**src/rtl/cyc_hpm_pkg.sv**
```systemverilog
package cyc_hpm_pkg;

    // Register select encoding shared by the read and write ports.
    typedef enum logic [1:0] {
        SEL_WORD    = 2'd0,
        SEL_INHIBIT = 2'd1,
        SEL_STATUS  = 2'd2,
        SEL_NONE    = 2'd3
    } reg_sel_e;

    // Run/hold machine.
    typedef enum logic {
        CNT_RUN  = 1'b0,
        CNT_HOLD = 1'b1
    } run_state_e;

    // Overflow status machine; OVF_RAISED is the sticky status bit.
    typedef enum logic {
        OVF_IDLE   = 1'b0,
        OVF_RAISED = 1'b1
    } ovf_state_e;

endpackage

```
**src/rtl/cyc_run_fsm.sv**
```systemverilog
module cyc_run_fsm
    import cyc_hpm_pkg::*;
(
    input  logic clk,
    input  logic rst_n,
    input  logic inh_wr,
    input  logic inh_val,
    output logic count_en,
    output logic inhibit_q
);

    run_state_e state_q, state_d;

    always_ff @(posedge clk) begin
        if (!rst_n) state_q <= CNT_RUN;
        else        state_q <= state_d;
    end

    always_comb begin
        state_d = state_q;
        unique case (state_q)
            CNT_RUN:  if (inh_wr && inh_val)  state_d = CNT_HOLD;  // freeze
            CNT_HOLD: if (inh_wr && !inh_val) state_d = CNT_RUN;   // resume
            default:  state_d = CNT_RUN;
        endcase
    end

    always_comb begin
        count_en  = 1'b0;
        inhibit_q = 1'b0;
        unique case (state_q)
            CNT_RUN:  count_en  = 1'b1;
            CNT_HOLD: inhibit_q = 1'b1;
            default: begin
                count_en  = 1'b0;
                inhibit_q = 1'b0;
            end
        endcase
    end

    AST_INH_FREEZE: assert property (@(posedge clk) disable iff (!rst_n)
        (inh_wr && inh_val) |=> (!count_en && inhibit_q));
    AST_INH_RESUME: assert property (@(posedge clk) disable iff (!rst_n)
        (inh_wr && !inh_val) |=> (count_en && !inhibit_q));

endmodule

```
**src/rtl/cyc_count_core.sv**
```systemverilog
module cyc_count_core #(
    parameter int CNT_W = 63
) (
    input  logic             clk,
    input  logic             rst_n,
    input  logic             count_en,
    input  logic             load,
    input  logic [CNT_W-1:0] load_val,
    output logic [CNT_W-1:0] count,
    output logic             wrap
);

    localparam logic [CNT_W-1:0] CNT_MAX = {CNT_W{1'b1}};
    localparam logic [CNT_W-1:0] CNT_ONE = CNT_W'(1);

    logic [CNT_W-1:0] count_q;

    always_ff @(posedge clk) begin
        if (!rst_n)        count_q <= '0;
        else if (load)     count_q <= load_val;
        else if (count_en) count_q <= count_q + CNT_ONE;
    end

    assign count = count_q;
    // A rollover occurs only on an increment edge that starts at all ones.
    assign wrap  = count_en && !load && (count_q == CNT_MAX);

    AST_COUNT_STEP: assert property (@(posedge clk) disable iff (!rst_n)
        (count_en && !load) |=> (count_q == CNT_W'($past(count_q) + CNT_ONE)));
    AST_HOLD_STABLE: assert property (@(posedge clk) disable iff (!rst_n)
        (!count_en && !load) |=> $stable(count_q));
    AST_LOAD_VALUE: assert property (@(posedge clk) disable iff (!rst_n)
        load |=> (count_q == $past(load_val)));
    AST_WRAP_ZERO: assert property (@(posedge clk) disable iff (!rst_n)
        wrap |=> (count_q == '0));

endmodule

```
**src/rtl/cyc_ovf_fsm.sv**
```systemverilog
module cyc_ovf_fsm
    import cyc_hpm_pkg::*;
(
    input  logic clk,
    input  logic rst_n,
    input  logic wrap,
    input  logic word_wr,
    input  logic word_msb,
    output logic status,
    output logic word_flag,
    output logic irq
);

    ovf_state_e state_q, state_d;
    logic       flag_q;
    logic       irq_q;
    logic       raise;

    assign raise = (state_q == OVF_IDLE) && wrap;

    always_ff @(posedge clk) begin
        if (!rst_n) state_q <= OVF_IDLE;
        else        state_q <= state_d;
    end

    always_comb begin
        state_d = state_q;
        unique case (state_q)
            OVF_IDLE:   if (wrap)                  state_d = OVF_RAISED; // raise
            OVF_RAISED: if (word_wr && !word_msb)  state_d = OVF_IDLE;   // acknowledge
            default:    state_d = OVF_IDLE;
        endcase
    end

    always_ff @(posedge clk) begin
        if (!rst_n) begin
            flag_q <= 1'b0;
            irq_q  <= 1'b0;
        end else begin
            irq_q <= raise;
            if (word_wr)    flag_q <= word_msb;
            else if (raise) flag_q <= 1'b1;
        end
    end

    always_comb begin
        status = 1'b0;
        unique case (state_q)
            OVF_IDLE:   status = 1'b0;
            OVF_RAISED: status = 1'b1;
            default:    status = 1'b0;
        endcase
    end

    assign word_flag = flag_q;
    assign irq       = irq_q;

    AST_IRQ_SINGLE: assert property (@(posedge clk) disable iff (!rst_n)
        irq |=> !irq);
    AST_IRQ_FLAGS: assert property (@(posedge clk) disable iff (!rst_n)
        irq |-> (status && word_flag));
    AST_NO_REPEAT_IRQ: assert property (@(posedge clk) disable iff (!rst_n)
        (status && wrap) |=> (!irq && status && word_flag));
    AST_ACK_CLEARS: assert property (@(posedge clk) disable iff (!rst_n)
        (word_wr && !word_msb) |=> (!status && !word_flag));
    AST_STATUS_KEPT: assert property (@(posedge clk) disable iff (!rst_n)
        (status && !(word_wr && !word_msb)) |=> status);

endmodule

```
**src/rtl/cyc_counter_top.sv**
```systemverilog
module cyc_counter_top
    import cyc_hpm_pkg::*;
#(
    parameter int CNT_W = 63
) (
    input  logic              clk,
    input  logic              rst_n,
    input  logic              wr_en,
    input  logic [1:0]        wr_sel,
    input  logic [CNT_W:0]    wr_data,
    input  logic [1:0]        rd_sel,
    output logic [CNT_W:0]    rd_data,
    output logic              pm_irq
);

    localparam int WORD_W = CNT_W + 1;

    reg_sel_e         wsel, rsel;
    logic             word_wr, inh_wr;
    logic             count_en, inhibit_q;
    logic [CNT_W-1:0] count;
    logic             wrap;
    logic             status, word_flag;

    assign wsel = reg_sel_e'(wr_sel);
    assign rsel = reg_sel_e'(rd_sel);

    always_comb begin
        word_wr = 1'b0;
        inh_wr  = 1'b0;
        unique case (wsel)
            SEL_WORD:    word_wr = wr_en;
            SEL_INHIBIT: inh_wr  = wr_en;
            SEL_STATUS:  word_wr = 1'b0;
            SEL_NONE:    inh_wr  = 1'b0;
            default:     word_wr = 1'b0;
        endcase
    end

    cyc_run_fsm u_run (
        .clk       (clk),
        .rst_n     (rst_n),
        .inh_wr    (inh_wr),
        .inh_val   (wr_data[0]),
        .count_en  (count_en),
        .inhibit_q (inhibit_q)
    );

    cyc_count_core #(.CNT_W(CNT_W)) u_core (
        .clk      (clk),
        .rst_n    (rst_n),
        .count_en (count_en),
        .load     (word_wr),
        .load_val (wr_data[CNT_W-1:0]),
        .count    (count),
        .wrap     (wrap)
    );

    cyc_ovf_fsm u_ovf (
        .clk       (clk),
        .rst_n     (rst_n),
        .wrap      (wrap),
        .word_wr   (word_wr),
        .word_msb  (wr_data[CNT_W]),
        .status    (status),
        .word_flag (word_flag),
        .irq       (pm_irq)
    );

    always_comb begin
        rd_data = '0;
        unique case (rsel)
            SEL_WORD:    rd_data = {word_flag, count};
            SEL_INHIBIT: rd_data = {{(WORD_W-1){1'b0}}, inhibit_q};
            SEL_STATUS:  rd_data = {{(WORD_W-1){1'b0}}, status};
            SEL_NONE:    rd_data = '0;
            default:     rd_data = '0;
        endcase
    end

    AST_IRQ_AT_ZERO: assert property (@(posedge clk) disable iff (!rst_n)
        pm_irq |-> (count == '0));
    AST_STATUS_RO: assert property (@(posedge clk) disable iff (!rst_n)
        (wr_en && (wsel == SEL_STATUS) && !status) |=> !pm_irq || ($past(wrap)));

endmodule

```
**config.mk**
```make
export PLATFORM = sky130hd
export DESIGN_NAME = cyc_counter_top
export DESIGN_NICKNAME = d
export VERILOG_FILES = /design/src/rtl/cyc_hpm_pkg.sv /design/src/rtl/cyc_run_fsm.sv /design/src/rtl/cyc_count_core.sv /design/src/rtl/cyc_ovf_fsm.sv /design/src/rtl/cyc_counter_top.sv
export SDC_FILE = /design/constraint.sdc
export NUM_CORES = 1
export LEC_CHECK = 0
export ABC_CLOCK_PERIOD_IN_PS = 2670
export BUFFER_PORTS_ARGS = -buffer_cell sky130_fd_sc_hd__buf_2
export CAP_MARGIN = 20
export CORE_MARGIN = 2
export CORE_UTILIZATION = 35
export DETAILED_ROUTE_END_ITERATION = 6
export PLACE_DENSITY = 0.56
export SETUP_SLACK_MARGIN = 0.05
export SLEW_MARGIN = 10
export SYNTH_ARGS = -nofsm -noshare
export SYNTH_HDL_FRONTEND = slang
export SYNTH_SLANG_ARGS = --single-unit
```
**constraint.sdc**
```tcl
create_clock -name clk -period 2.67 [get_ports clk]
set_input_delay 0.534 -clock clk [delete_from_list [all_inputs] [get_ports clk]]
set_output_delay 0.534 -clock clk [all_outputs]
set_load 0.02 [all_outputs]
```
==> results.sh <==
export IMPL_row_count=38
export IMPL_fin_crit_ns=2.38
export IMPL_path_max_fanout=6
export IMPL_clock_sinks=67
export IMPL_multi_input_area_sq_um=2460
export IMPL_hold_class="in2reg"
export IMPL_nNetsFinal=706
export IMPL_io_buffers=135
export IMPL_diodes=0
export IMPL_grt_usage=0.195
export IMPL_start_kind="flip-flop"
export IMPL_viasPerCell=5.21
export IMPL_syn_area_per_cell_sq_um=7.83
export IMPL_detail_route_antenna_nets=0
export IMPL_synthTopCellsByCount="67 x dfxtp_1, 57 x and2_1, 44 x o21ai_0, 40 x a21oi_1, 38 x xnor2_1"
export IMPL_max_freq_ghz=0.421
export IMPL_synthMostInstantiatedCell="dfxtp_1"
export IMPL_grt_pass1_wl_um=19800
export IMPL_fp_dieW_um=110
export IMPL_drive_gt1_frac=0.273
export IMPL_dp_worst_setup_slack_ns=0.300
export IMPL_dr_pass1_iters=4
export IMPL_slew_viol_final=0
export IMPL_ios=136
export IMPL_reg2reg_depth=6
export IMPL_antenna_found_initial=0
export IMPL_worst_slack_ns=0.294
export IMPL_post_cts_resize_count=0
export IMPL_synth_distinct_cells=40
export IMPL_drt_iter0_drc=217
export IMPL_power_density_nw_per_um2=489
export IMPL_rsz0062_at_grt="false"
export IMPL_wl_per_cell_um=15.3
export IMPL_netlist_area_sq_um=3960
export IMPL_reg2reg_to="u_ovf.word_flag$_SDFFE_PN0P_"
export IMPL_cts_inserted_buffers=9
export IMPL_p_leak_nw=2.06
export IMPL_clockBufferDepth=2
export IMPL_min_path_cells=3
export IMPL_cap_viol_max_count=0
export IMPL_reg2reg_slack_ns=0.29
export IMPL_cts_root_buffer="clkbuf_16"
export IMPL_worst_slew_pin_slew_ns=0.836
export IMPL_synth_top_area_cell="dfxtp_1"
export IMPL_cts_hold_buffers_added=0
export IMPL_htreeDepth=3
export IMPL_skew_ns=0.00693
export IMPL_r2r_start="u_core.count[3]$_SDFFE_PN0P_"
export IMPL_min_period_over_period=0.890
export IMPL_core_area_sq_um=10900
export IMPL_irDropWorstVdd_uv=255
export IMPL_place_hpwl_um=8750
export IMPL_synth_top_cell_area_share=0.338
export IMPL_grt_pass1_vias=4023
export IMPL_start_util=0.362
export IMPL_synth_edff_count=0
export IMPL_layout_area_seq_sq_um=1340
export IMPL_area_delta_synth_final_pct=28.0
export IMPL_finalSetupViolCount=0
export IMPL_synth_seq_cells=67
export IMPL_async_flop_share=0
export IMPL_syn_nets=578
export IMPL_status="finished, final reports clean"
export IMPL_yosysSeqAreaShare=0.338
export IMPL_cp_data_arrival_time_ns=2.64
export IMPL_instances_no_fill=777
export IMPL_wl_um=11900
export IMPL_grt_overflow_total=0
export IMPL_critPathKind="reg2reg"
export IMPL_fillers=1159
export IMPL_total_power_mw=2.48
export IMPL_synth_ff_type="dfxtp_1"
export IMPL_tns_ns=0
export IMPL_drcViolationCount=0
export IMPL_gp_congestion=0.808
export IMPL_worstPathRequired_ns=2.94
export IMPL_hold_viol_final=0
export IMPL_cts_tree="yes"
export IMPL_yosysWarnings=0
export IMPL_hold_start="wr_data[62]"
export IMPL_syn_inst=506
export IMPL_dr_total_vias=4052
export IMPL_clk_pin_slew_worst_paths_ns=0.05
export IMPL_die_h_um=110
export IMPL_ys_top_cells_by_area="dfxtp_1 34%, and2_1 9.0%, xnor2_1 8.4%"
export IMPL_post_cts_setup_buffers=0
export IMPL_fin_util=0.464
export IMPL_dieArea_sq_um=12200
export IMPL_insertion_delay_ns=0.32
export IMPL_slew_limit_headroom=0.442
export IMPL_grt_max_degree=45
export IMPL_dpl_cell_count=763
export IMPL_cp_end_kind="flip-flop"
export IMPL_hold_path_end="u_core.count[62]$_SDFFE_PN0P_"
power by group:
| part | internal (mW) | switching [mW] | total [mW] |
|---|---|---|---|
| clock network | 0.663 | 0.406 | 1.07 |
| registers | 1.05 | 0.0644 | 1.12 |
| logic | 0.129 | 0.162 | 0.291 |
critical path, cell delays in order (launching register included):
cell,delay [ns]
dfxtp_1,0.43
nand4_2,0.20
or4_1,0.66
nor4_4,0.35
nor3b_2,0.27
and4b_1,0.26
o311a_1,0.15
sequential cells by signal (all words and copies together) (netlist names), named ones only:
name             flops
u_ovf.irq            1
u_ovf.word_flag      1
u_ovf.state_q        1
u_core.count        63
through the flow:
step | hold slack, ns | cell area [sq um]
2_1_floorplan | 0.476 | 3960
3_3_place_gp | 0.498 | 4810
3_5_place_dp | 0.518 | 4810
4_1_cts | 0.434 | 5070
5_1_grt | 0.462 | 5070
6_report | 0.441 | 5070
layer usage:
| layer | part of all wire | vias up | global-route usage | routed length, um |
|---|---|---|---|---|
| li1 | - | 2048 | - | - |
| met1 | 0.49 | 1865 | 0.273 | 5760 |
| met2 | 0.45 | 128 | 0.308 | 5330 |
| met3 | 0.056 | 11 | 0.0368 | 662 |
| met4 | 0.0099 | 0 | 0.0550 | 117 |
| met5 | 0 | - | 0 | 0 |
placed cells by master, fill, tap and decap left out, types with 3 or more instances in the layout:
| master | Yosys | routed |
|---|---|---|
| clkbuf_16 | 0 | 9 |
| buf_2 | 1 | 135 |
| mux2i_1 | 3 | 3 |
| buf_4 | 0 | 15 |
| nand2b_1 | 3 | 3 |
| nor3_1 | 20 | 20 |
| dfxtp_1 | 67 | 67 |
| and4_1 | 8 | 8 |
| and2_1 | 57 | 57 |
| or3_1 | 4 | 4 |
| clkinv_2 | 0 | 3 |
| nor2_1 | 32 | 31 |
| xor2_1 | 21 | 21 |
| a21oi_1 | 40 | 40 |
| and3_1 | 8 | 8 |
| nand4_1 | 16 | 16 |
| a211oi_1 | 18 | 18 |
| o21ai_0 | 44 | 44 |
| nor4_1 | 13 | 13 |
| nand2_1 | 21 | 21 |
| nand3_1 | 26 | 26 |
| xnor2_1 | 38 | 38 |
| inv_1 | 10 | 10 |
cell families after synthesis:
family | count (synthesis) | synth area share
AO/OA/AOI/OAI | 107 | 0.151
XOR/XNOR | 59 | 0.130
adder cells (fa/ha/maj) | 1 | 0.00316
buffers and inverters | 43 | 0.0410
flip-flops | 67 | 0.338
multiplexers | 3 | 0.00758
AND/OR/NAND/NOR | 226 | 0.328
cell type report:
cell class                 count  area share
multi-input combinational    396       0.486
sequential                    67       0.264
timing repair buffer         150       0.155
clock buffer                  11      0.0498
tap                          140      0.0345
inverter                      10     0.00740
clock inverter                 3     0.00296
worst max-delay path by stage:
stage | from | endpoint | slack, ns | depth (start not counted)
2_1_floorplan | u_core.count[2]$_SDFFE_PN0P_ | u_ovf.word_flag$_SDFFE_PN0P_ | 0.33 | 7
3_3_place_gp | u_core.count[2]$_SDFFE_PN0P_ | u_ovf.word_flag$_SDFFE_PN0P_ | 0.40 | 6
3_5_place_dp | u_core.count[16]$_SDFFE_PN0P_ | u_ovf.word_flag$_SDFFE_PN0P_ | 0.30 | 6
4_1_cts | u_core.count[11]$_SDFFE_PN0P_ | u_ovf.word_flag$_SDFFE_PN0P_ | 0.28 | 6
5_1_grt | u_core.count[16]$_SDFFE_PN0P_ | u_core.count[37]$_SDFFE_PN0P_ | 0.09 | 6
6_report | u_core.count[3]$_SDFFE_PN0P_ | u_ovf.word_flag$_SDFFE_PN0P_ | 0.29 | 6
No activity file was read; power rests on OpenSTA's default activity.
